--- src/rtl/lst_pkg.sv ---
package lst_pkg;
  localparam int unsigned N_PASS = 2;

  typedef enum logic [2:0] {
    RS_IDLE,
    RS_CFG,
    RS_WRA,
    RS_WRB,
    RS_RD
  } reg_st_e;

  typedef enum logic [1:0] {
    CTL_IDLE,
    CTL_REG,
    CTL_BLK
  } ctl_st_e;

  typedef enum logic [1:0] {
    BS_IDLE,
    BS_REQ,
    BS_RECV
  } blk_st_e;
endpackage

--- src/rtl/lst_reg_engine.sv ---
module lst_reg_engine
  import lst_pkg::*;
#(
  parameter int unsigned N_ITER = 256,
  parameter int unsigned CNT_W = 9,
  parameter int unsigned IDX_W = 4,
  parameter int unsigned DAT_W = 8,
  parameter logic [IDX_W-1:0] CFG_IDX = 4'd6,
  parameter logic [IDX_W-1:0] IDX_A = 4'd2,
  parameter logic [IDX_W-1:0] IDX_B = 4'd3,
  parameter logic [DAT_W-1:0] PAT_A = 8'hAA,
  parameter logic [DAT_W-1:0] PAT_B = 8'h55,
  parameter logic [DAT_W-1:0] CFG_BASE = 8'hA0,
  parameter logic [DAT_W-1:0] CFG_STEP = 8'h10
) (
  input  logic                         clk_i,
  input  logic                         rst_ni,
  input  logic                         go_i,
  input  logic                         reg_done_i,
  input  logic [DAT_W-1:0]             reg_rdata_i,
  output logic                         reg_req_o,
  output logic                         reg_we_o,
  output logic [IDX_W-1:0]             reg_idx_o,
  output logic [DAT_W-1:0]             reg_wdata_o,
  output logic [N_PASS-1:0][CNT_W-1:0] err_o,
  output logic                         fin_o
);
  localparam int unsigned K_W = (N_ITER > 1) ? $clog2(N_ITER) : 1;
  localparam int unsigned P_W = (N_PASS > 1) ? $clog2(N_PASS) : 1;
  localparam logic [K_W-1:0] K_LAST = K_W'(N_ITER - 1);
  localparam logic [P_W-1:0] P_LAST = P_W'(N_PASS - 1);

  reg_st_e          state_q;
  logic [K_W-1:0]   k_q;
  logic [P_W-1:0]   pass_q;
  logic [DAT_W-1:0] kd, expect_rd;
  logic             rd_hit, mismatch;

  assign kd        = DAT_W'(k_q);
  assign expect_rd = kd ^ PAT_A;
  assign rd_hit    = (state_q == RS_RD) && reg_done_i;
  assign mismatch  = rd_hit && (reg_rdata_i != expect_rd);
  assign fin_o     = rd_hit && (k_q == K_LAST) && (pass_q == P_LAST);
  assign reg_req_o = (state_q != RS_IDLE);

  always_comb begin
    reg_we_o    = 1'b1;
    reg_idx_o   = CFG_IDX;
    reg_wdata_o = CFG_BASE + (CFG_STEP * DAT_W'(pass_q));
    unique case (state_q)
      RS_CFG: ;
      RS_WRA: begin
        reg_idx_o   = IDX_A;
        reg_wdata_o = kd ^ PAT_A;
      end
      RS_WRB: begin
        reg_idx_o   = IDX_B;
        reg_wdata_o = kd ^ PAT_B;
      end
      RS_RD: begin
        reg_we_o    = 1'b0;
        reg_idx_o   = IDX_A;
        reg_wdata_o = '0;
      end
      default: begin
        reg_we_o    = 1'b0;
        reg_idx_o   = '0;
        reg_wdata_o = '0;
      end
    endcase
  end

  always_ff @(posedge clk_i or negedge rst_ni) begin
    if (!rst_ni) begin
      state_q <= RS_IDLE;
      k_q     <= '0;
      pass_q  <= '0;
    end else if (go_i) begin
      state_q <= RS_CFG;
      k_q     <= '0;
      pass_q  <= '0;
    end else if (reg_done_i) begin
      unique case (state_q)
        RS_CFG: state_q <= RS_WRA;
        RS_WRA: state_q <= RS_WRB;
        RS_WRB: state_q <= RS_RD;
        RS_RD: begin
          if (k_q != K_LAST) begin
            k_q     <= k_q + 1'b1;
            state_q <= RS_WRA;
          end else if (pass_q != P_LAST) begin
            k_q     <= '0;
            pass_q  <= pass_q + 1'b1;
            state_q <= RS_CFG;
          end else begin
            state_q <= RS_IDLE;
          end
        end
        default: state_q <= RS_IDLE;
      endcase
    end
  end

  for (genvar p = 0; p < N_PASS; p++) begin : g_err
    always_ff @(posedge clk_i or negedge rst_ni) begin
      if (!rst_ni)                             err_o[p] <= '0;
      else if (go_i)                           err_o[p] <= '0;
      else if (mismatch && pass_q == P_W'(p))  err_o[p] <= err_o[p] + 1'b1;
    end
  end
endmodule

--- src/rtl/lst_blk_checker.sv ---
module lst_blk_checker
  import lst_pkg::*;
#(
  parameter int unsigned BLK_LEN = 512,
  parameter int unsigned CHK_LEN = 128,
  parameter int unsigned CNT_W = 9,
  parameter int unsigned DAT_W = 8,
  parameter int unsigned ADDR_W = 8,
  parameter logic [ADDR_W-1:0] BLK_ADDR = 8'h10,
  localparam int unsigned LEN_W = $clog2(BLK_LEN + 1)
) (
  input  logic              clk_i,
  input  logic              rst_ni,
  input  logic              clr_i,
  input  logic              go_i,
  input  logic              blk_valid_i,
  input  logic [DAT_W-1:0]  blk_data_i,
  output logic              blk_req_o,
  output logic [ADDR_W-1:0] blk_addr_o,
  output logic [LEN_W-1:0]  blk_len_o,
  output logic [CNT_W-1:0]  err_o,
  output logic              fin_o
);
  localparam int unsigned POS_W = (BLK_LEN > 1) ? $clog2(BLK_LEN) : 1;
  localparam logic [POS_W-1:0] POS_LAST = POS_W'(BLK_LEN - 1);

  blk_st_e          state_q;
  logic [POS_W-1:0] pos_q;
  logic             take, in_win;

  assign take       = (state_q == BS_RECV) && blk_valid_i;
  assign in_win     = ({1'b0, pos_q} < (POS_W + 1)'(CHK_LEN));
  assign fin_o      = take && (pos_q == POS_LAST);
  assign blk_req_o  = (state_q == BS_REQ);
  assign blk_addr_o = BLK_ADDR;
  assign blk_len_o  = LEN_W'(BLK_LEN);

  always_ff @(posedge clk_i or negedge rst_ni) begin
    if (!rst_ni) begin
      state_q <= BS_IDLE;
      pos_q   <= '0;
    end else begin
      unique case (state_q)
        BS_IDLE: if (go_i) begin
          state_q <= BS_REQ;
          pos_q   <= '0;
        end
        BS_REQ:  state_q <= BS_RECV;
        BS_RECV: if (take) begin
          pos_q <= pos_q + 1'b1;
          if (pos_q == POS_LAST) state_q <= BS_IDLE;
        end
        default: state_q <= BS_IDLE;
      endcase
    end
  end

  always_ff @(posedge clk_i or negedge rst_ni) begin
    if (!rst_ni)     err_o <= '0;
    else if (clr_i)  err_o <= '0;
    else if (take && in_win && blk_data_i != DAT_W'(pos_q)) err_o <= err_o + 1'b1;
  end
endmodule

--- src/rtl/lst_ctrl.sv ---
module lst_ctrl
  import lst_pkg::*;
(
  input  logic clk_i,
  input  logic rst_ni,
  input  logic start_i,
  input  logic reg_fin_i,
  input  logic blk_fin_i,
  output logic reg_go_o,
  output logic blk_go_o,
  output logic busy_o,
  output logic done_o
);
  ctl_st_e state_q;
  logic    done_q;

  assign reg_go_o = start_i && (state_q == CTL_IDLE);
  assign blk_go_o = reg_fin_i && (state_q == CTL_REG);
  assign busy_o   = (state_q != CTL_IDLE);
  assign done_o   = done_q;

  always_ff @(posedge clk_i or negedge rst_ni) begin
    if (!rst_ni) begin
      state_q <= CTL_IDLE;
      done_q  <= 1'b0;
    end else begin
      done_q <= 1'b0;
      unique case (state_q)
        CTL_IDLE: if (start_i)   state_q <= CTL_REG;
        CTL_REG:  if (reg_fin_i) state_q <= CTL_BLK;
        CTL_BLK:  if (blk_fin_i) begin
          state_q <= CTL_IDLE;
          done_q  <= 1'b1;
        end
        default: state_q <= CTL_IDLE;
      endcase
    end
  end
endmodule

--- src/rtl/link_selftest_seq.sv ---
module link_selftest_seq
  import lst_pkg::*;
#(
  parameter int unsigned N_ITER = 256,
  parameter int unsigned CNT_W = 9,
  parameter int unsigned IDX_W = 4,
  parameter int unsigned DAT_W = 8,
  parameter int unsigned ADDR_W = 8,
  parameter int unsigned BLK_LEN = 512,
  parameter int unsigned CHK_LEN = 128,
  parameter logic [ADDR_W-1:0] BLK_ADDR = 8'h10,
  localparam int unsigned LEN_W = $clog2(BLK_LEN + 1)
) (
  input  logic              clk_i,
  input  logic              rst_ni,
  input  logic              start_i,
  output logic              busy_o,
  output logic              done_o,
  output logic              fail_o,
  output logic [CNT_W-1:0]  err_pass0_o,
  output logic [CNT_W-1:0]  err_pass1_o,
  output logic [CNT_W-1:0]  err_blk_o,
  output logic              reg_req_o,
  output logic              reg_we_o,
  output logic              reg_space_o,
  output logic [IDX_W-1:0]  reg_idx_o,
  output logic [DAT_W-1:0]  reg_wdata_o,
  input  logic              reg_done_i,
  input  logic [DAT_W-1:0]  reg_rdata_i,
  output logic              blk_req_o,
  output logic [ADDR_W-1:0] blk_addr_o,
  output logic [LEN_W-1:0]  blk_len_o,
  input  logic              blk_valid_i,
  input  logic [DAT_W-1:0]  blk_data_i
);
  logic reg_go, blk_go, reg_fin, blk_fin;
  logic [N_PASS-1:0][CNT_W-1:0] pass_err;
  logic [N_PASS-1:0]            pass_bad;

  lst_ctrl u_ctrl (
    .clk_i, .rst_ni, .start_i,
    .reg_fin_i (reg_fin),
    .blk_fin_i (blk_fin),
    .reg_go_o  (reg_go),
    .blk_go_o  (blk_go),
    .busy_o,
    .done_o
  );

  lst_reg_engine #(
    .N_ITER (N_ITER), .CNT_W (CNT_W), .IDX_W (IDX_W), .DAT_W (DAT_W)
  ) u_reg (
    .clk_i, .rst_ni,
    .go_i (reg_go),
    .reg_done_i, .reg_rdata_i,
    .reg_req_o, .reg_we_o, .reg_idx_o, .reg_wdata_o,
    .err_o (pass_err),
    .fin_o (reg_fin)
  );

  lst_blk_checker #(
    .BLK_LEN (BLK_LEN), .CHK_LEN (CHK_LEN), .CNT_W (CNT_W),
    .DAT_W (DAT_W), .ADDR_W (ADDR_W), .BLK_ADDR (BLK_ADDR)
  ) u_blk (
    .clk_i, .rst_ni,
    .clr_i (reg_go),
    .go_i  (blk_go),
    .blk_valid_i, .blk_data_i,
    .blk_req_o, .blk_addr_o, .blk_len_o,
    .err_o (err_blk_o),
    .fin_o (blk_fin)
  );

  for (genvar p = 0; p < N_PASS; p++) begin : g_bad
    assign pass_bad[p] = (pass_err[p] != '0);
  end

  // Failing needs every loopback pass to have seen errors, or any block mismatch.
  assign fail_o      = (err_blk_o != '0) || (&pass_bad);
  assign err_pass0_o = pass_err[0];
  assign err_pass1_o = pass_err[1];
  assign reg_space_o = 1'b0;
endmodule

--- config.mk ---
export PLATFORM = sky130hd
export DESIGN_NAME = link_selftest_seq
export DESIGN_NICKNAME = d
export VERILOG_FILES = /design/src/rtl/lst_pkg.sv /design/src/rtl/lst_reg_engine.sv /design/src/rtl/lst_blk_checker.sv /design/src/rtl/lst_ctrl.sv /design/src/rtl/link_selftest_seq.sv
export SDC_FILE = /design/constraint.sdc
export NUM_CORES = 1
export LEC_CHECK = 0
export BUFFER_PORTS_ARGS = -buffer_cell sky130_fd_sc_hd__buf_2
export CORE_ASPECT_RATIO = 0.8
export CORE_MARGIN = 1.5
export CORE_UTILIZATION = 58
export DETAILED_ROUTE_END_ITERATION = 12
export PLACE_DENSITY = 0.86
export REMOVE_ABC_BUFFERS = 1
export SLEW_MARGIN = 0
export SYNTH_ARGS = -nofsm -noshare
export SYNTH_HDL_FRONTEND = slang
export SYNTH_SLANG_ARGS = --single-unit
--- constraint.sdc ---
create_clock -name clk_i -period 5.8 [get_ports clk_i]
set_input_delay 0.58 -clock clk_i [delete_from_list [all_inputs] [get_ports clk_i]]
set_output_delay 0.58 -clock clk_i [all_outputs]
set_load 0.01 [all_outputs]
# Word level (Yosys, flattened, before mapping)
# Index checks and enable logic that the tools add are counted.
[totals] in_bits=21 out_inout_bits=64 register_bits=53 word_cells=113
[classes] muxes=37 n_eq_ne=21 addsub=7 order_cmp=1 bitwise_logic=3 reduce_logical=34
[op_table] op="two-way mux 9 bit" n=8
[op_table] op="two-way mux 8 bit" n=5
[op_table] op="adder 9 x 1 -> 9 bit (second input constant)" n=4
[op_table] op="nonzero test 9 bit" n=3
[op_table] op="case mux 8 bit (3 select lines)" n=1
[op_table] op="case mux 9 bit (2 select lines)" n=1
[op_table] op="inequality test 8 bit" n=2
[op_table] op="AND reduction 3 bit" n=5
[op_table] op="nonzero test 2 bit" n=7
[op_table] op="logical AND 1 bit" n=12
[op_table] op="two-way mux 2 bit" n=6
[op_table] op="case mux 2 bit (3 select lines)" n=2
[op_table] op="case mux 3 bit (4 select lines)" n=1
[op_table] op="inequality test 2 bit (second input constant)" n=5
[op_table] op="equality test 9 bit (second input constant)" n=1
[op_table] op="less-than comparator 9 x 8 -> 1 bit (second input constant)" n=1
[op_table] op="two-way mux 1 bit" n=9
[op_table] op="two-way mux 3 bit" n=3
[op_table] op="case mux 3 bit (3 select lines)" n=1
[op_table] op="adder 8 x 1 -> 8 bit (second input constant)" n=1
[op_table] op="adder 8 x 5 -> 8 bit (first input constant)" n=1
[op_table] op="equality test 8 bit (second input constant)" n=1
[op_table] op="inequality test 8 bit (second input constant)" n=1
[op_table] op="inverter 4 bit" n=2
[op_table] op="15 further kinds" n=20

# Longest topological paths before layout
[depth] depth_word=7 mapped_depth=8 depth_no_buf=8

# Cells and area by module
# A second synthesis with hierarchy kept.
[unflattened] cells_unflattened=382 hier_area_um2=3479.6
[modules_own_cells] module="lst_reg_engine" area_each_um2=1930.6 instances=1 seq_area_each_um2=750.7 cells_each=218
[modules_own_cells] module="lst_blk_checker" area_each_um2=1337.5 instances=1 seq_area_each_um2=500.5 cells_each=138
[modules_own_cells] module="lst_ctrl" area_each_um2=136.4 instances=1 seq_area_each_um2=75.1 cells_each=14
[modules_own_cells] module="link_selftest_seq" area_each_um2=75.1 instances=1 seq_area_each_um2=0.0 cells_each=12

# Worst setup path before layout
# No wires, ideal clock.
[synth_path] path_type="register -> register" startpoint="register u_reg.pass_q" endpoint="register u_blk.pos_q[0]" arrival_ps=1796 stages_incl_launch_ff=7 path_buffers=1 path_slack_ps=3879 period_less_slack_ps=1921 setup_ps=125 t_required_ps=5675 cell_sequence="dfrtp_1 buf_6 inv_2 or4b_1 or3_4 a21o_4 mux2_4"
[synth_between] elab_chain_cells=4
[synth_lines] element="start, declared" line_no="lst_reg_engine.sv:35" text="logic [P_W-1:0] pass_q;"
[synth_lines] element="start signal, assigned" line_no="lst_reg_engine.sv:93" text="pass_q <= pass_q + 1'b1;"
[synth_lines] element="logical AND 1 bit" line_no="lst_reg_engine.sv:43" text="assign fin_o = rd_hit && (k_q == K_LAST) && (pass_q == P_LAST);"
[synth_lines] element="logical AND 1 bit" line_no="lst_ctrl.sv:18" text="assign blk_go_o = reg_fin_i && (state_q == CTL_REG);"
[synth_lines] element="inequality test 2 bit (no source line)"
[synth_lines] element="AND reduction 3 bit (no source line)"
[synth_lines] element="end signal, assigned" line_no="lst_blk_checker.sv:50" text="pos_q <= pos_q + 1'b1;"
[synth_lines] element="end, declared" line_no="lst_blk_checker.sv:28" text="logic [POS_W-1:0] pos_q;"
# Every way passes these cells.
# A chain may end at the register's enable or synchronous reset.

# Final worst setup path
[layout_path] startpoint="register u_reg.state_q[0]" endpoint="register u_reg.err_o[6] in the netlist's numbering"
[layout_between] elab_chain_cells=5
[layout_lines] element="start, declared" line_no="lst_reg_engine.sv:33" text="reg_st_e state_q;"
[layout_lines] element="start signal, assigned" line_no="lst_reg_engine.sv:75" text="state_q <= RS_IDLE;"
[layout_lines] element="start signal, assigned" line_no="lst_reg_engine.sv:79" text="state_q <= RS_CFG;"
[layout_lines] element="start signal, assigned" line_no="lst_reg_engine.sv:84" text="RS_CFG: state_q <= RS_WRA;"
[layout_lines] element="equality test 3 bit" line_no="lst_reg_engine.sv:41" text="assign rd_hit = (state_q == RS_RD) && reg_done_i;"
[layout_lines] element="logical AND 1 bit" line_no="lst_reg_engine.sv:41"
[layout_lines] element="logical AND 1 bit" line_no="lst_reg_engine.sv:42" text="assign mismatch = rd_hit && (reg_rdata_i != expect_rd);"
[layout_lines] element="logical AND 1 bit" line_no="lst_reg_engine.sv:108" text="else if (mismatch && pass_q == P_W'(p)) err_o[p] <= err_o[p] + 1'b1;"
[layout_lines] element="nonzero test 2 bit (no source line)"
[layout_lines] element="end signal, assigned by index" line_no="lst_reg_engine.sv:108"
[layout_lines] element="end, declared" line_no="lst_reg_engine.sv:25" text="output logic [N_PASS-1:0][CNT_W-1:0] err_o,"
# Every way passes these cells.

==> impl_results.md <==
- Outcome: completed
- Diode count: 0
- DR pass1 iterations: 6
- Remaining antenna violation count: 0
- Cts repair resizes: 0
- Maximum vdd drop: roughly 0.17 mV
- Start-to-end type of the worst setup path: flop to flop
- Final-layout fill cell count: between 400 and 500
- Maximum number of pins on one net before global-route repair: 54
- Multi-input combinational cell area: 1800 um2
- Area occupied by registers: about 1300 um2
- Simple-gate area share of the yosys netlist: 0.233
- Estimated wirelength of the detail-placed design: ~5300 um
- Met2 wire len: between 3000 and 4000 um
- Clock-pin slew reported for the worst setup and hold paths after clock tree synthesis: approximately 0.09 ns
- Vias per Instance: 5.77
- Syn Area/Cell: approximately 9 um2
- Initial antenna violation count: 0
- Global-route wire length before repair: roughly 12000 um
- Die Footprint: approximately 6200 um2
- Share of synthesized cell area in full adder, half adder and majority cells: 0.0336
- Global Route Usage Sum: 0.243
- Highest clock rate: 0.417 GHz
- Distinct cell type count of the synthesized netlist: between 40 and 50
- Fraction of layout cells with a size suffix above 1: 0.190
- Max Slew Vio Count: 0
- Number of failing setup endpoints in the final timing report: 0
- Clock tree from TritonCTS: done
- Worst-Margin Slew: around 1.0 ns
- Number of top-level pins: 85
- Dominant combinational cell family by area after synthesis: simple AND/OR/NAND/NOR gates
- Clock Skews: 0.00725 ns
- Final global-route overflow total: 0
- Cell count after synthesis: about 380
- Worst setup startpoint: u_reg.state_q[0]
- Area Overhead vs Synth: 10.6%
- Total wirelength of the detailed-routed design: just over 7000 um
- Fraction of synthesis flops using an asynchronous set or reset pin: 1.00
- Post-route total power: roughly 1.3 mW
- Clock latency at the later pin of the worst-skew pair: around 0.30 ns
- Final hold violation count: 0
- Class of the worst hold path: primary input to asynchronous set/reset pin
- Cts bufs inserted: 5
- Leakage power total: approximately 1.7 nW
- Register bit count reported by yosys: between 50 and 60
- Area of the placeable core: 5530 um2
- Combined area of all synthesized cells: approximately 3400 um2
- Number of hold buffers added after cts: 0
- Most frequent standard cell in the layout excluding fill and tap cells: buf_2
- Worst reg2reg path startpoint: u_reg.state_q[0]
- Total number of nets in the final design: 466
- Count of buffers added by post-CTS timing repair for setup: 0
- Met1 Routed Length: approximately 3200 um
- Sum of met3 wire segment lengths after detailed routing: approximately 430 um
- Max-cap violations: 0
- Type of element capturing the critical path: flop
- Critical path arrival: ~2.6 ns
- Final-layout worst hold slack: 0.389 ns
- Multiplexer area fraction after synthesis: 0.0291
- Clock Tree Buf Depth: 2
- Number of enable-type register cells in the synthesized netlist: 0
- Die Y: between 70 and 80 um
- Num Clock Sinks: 53
- Synth warn: 0
- Compound-gate portion of the synthesized area: 0.136
- Data required, critical path: just over 6 ns
- Number of cells in the finished layout apart from fillers: between 500 and 600
- H-tree level count: 2
- Final clock period utilization by the worst path: 0.414
- Initial Utilization: 0.607
- Remaining routing DRC violations: 0
- Wire length per cell after detailed routing: 14.1 um
- Ys flop type: dfrtp_1
- Detailed Route Iter0 Violations: around 270
- Register area share after synthesis: 0.396
- Gp weighted congestion: between 0.9 and 1
- Die boundary width: roughly 88 um
- Kind of start point of the critical path: flop
- Worst-path maximum fanout: 14
- Relative max-transition margin: 0.299
- Xor-xnor portion of the synthesized cell area: 0.0836
- Routed via count: 2968
- Pwr Density: ~350 nW/um2
- Input/output buffers: 64
- Core Rows: 24
- DR top layer: met4
- Vias in the first global route: 2661
- Accumulated negative setup slack: 0 ns
- Final period demand of the worst path: 2.40 ns
- DP Cell Count: about 510
- Clock root buffer master: clkbuf_8
- Commonest cells after routing, fill and taps aside: 64 x buf_2, 53 x dfrtp_1, 39 x nor2_1, 30 x nand2_1, 26 x a21oi_1
- Unrepaired setup endpoints after global routing: false
[synthesized netlist by cell type (8+ instances only)]
cell type  number  share of area
or3_1          13          0.024
xnor2_1        24          0.063
nand2_1        30          0.034
inv_1          16          0.018
a21oi_1        26          0.039
ha_1            9          0.034
or4_1          10          0.022
nor2_1         39          0.044
nand4_1        11          0.021
buf_4          20          0.045
xor2_1          8          0.021
nand3_1        20          0.030
dfrtp_1        53           0.40
o21ai_0        17          0.025
[routing by layer]
metal | vias to the layer above | GRT usage
li1 | 1421 | -
met1 | 1418 | 0.328
met2 | 110 | 0.389
met3 | 19 | 0.0455
met4 | 0 | 0.0882
met5 | - | 0
[path summary, 6_finish.rpt]
path	slack (ns)	to	depth (start not counted)
setup / recovery	3.40	u_reg.err_o[6]	5
hold / removal	0.39	u_reg.err_o[8]	2
setup reg to reg	3.40	u_reg.err_o[6]	5
hold reg to reg	0.53	u_ctrl.state_q[0]	1
max in group asynchronous	4.96	u_blk.err_o[4]	2
min in group clk_i	0.53	u_ctrl.state_q[0]	1
[worst max-delay path: stages (launching register included)]
cell and delay [ns]:
dfrtp_1 0.58, nand4bb_1 0.42, nor2_1 0.21, o21ai_1 0.34, or4_1 0.61, a21oi_1 0.16
[where the power goes]
| group | leakage (nW) | internal [mW] | total, mW | switching (mW) |
|---|---|---|---|---|
| sequential | 0.683 | 0.443 | 0.576 | 0.133 |
| clock | 0.0412 | 0.0839 | 0.200 | 0.116 |
| combinational | 1.02 | 0.253 | 0.532 | 0.279 |
| total | 1.75 | 0.780 | 1.31 | 0.527 |
[through the flow]
stage | area, um2 | worst slack [ns] | utilization
5_1_grt | 3710 | 3.23 | 0.671
6_report | 3710 | 3.40 | 0.671
3_3_place_gp | 3630 | 3.49 | 0.656
2_1_floorplan | 3190 | 3.81 | -
4_1_cts | 3710 | 3.44 | 0.671
3_5_place_dp | 3630 | 3.37 | 0.656
[cell type report]
class / instances / share of cell area
Clock buffer: 6 / 0.0196
Tap cell: 78 / 0.0263
Sequential cell: 53 / 0.358
Multi-Input combinational cell: 293 / 0.486
Inverter: 17 / 0.0172
Clock inverter: 1 / 0.00236
Timing Repair Buffer: 66 / 0.0904
[logic make-up after synthesis]
logic type	count (synthesis)
buffers and inverters	53
DFF	53
adders and majority gates	9
other	2
muxes	9
xor gates and xnor gates	32
AOI/OAI and AO/OA	73
and+or+nand+nor	150
[registers in the layout, summed over array words and instances (netlist names)]
register,cells
u_reg.err_o,18
u_blk.err_o,9
u_blk.pos_q,9
u_reg.k_q,8
u_reg.state_q,3
u_blk.state_q,2
u_ctrl.state_q,2
u_ctrl.done_o,1
u_reg.pass_q,1
No activity file was read; power rests on OpenSTA's default activity.
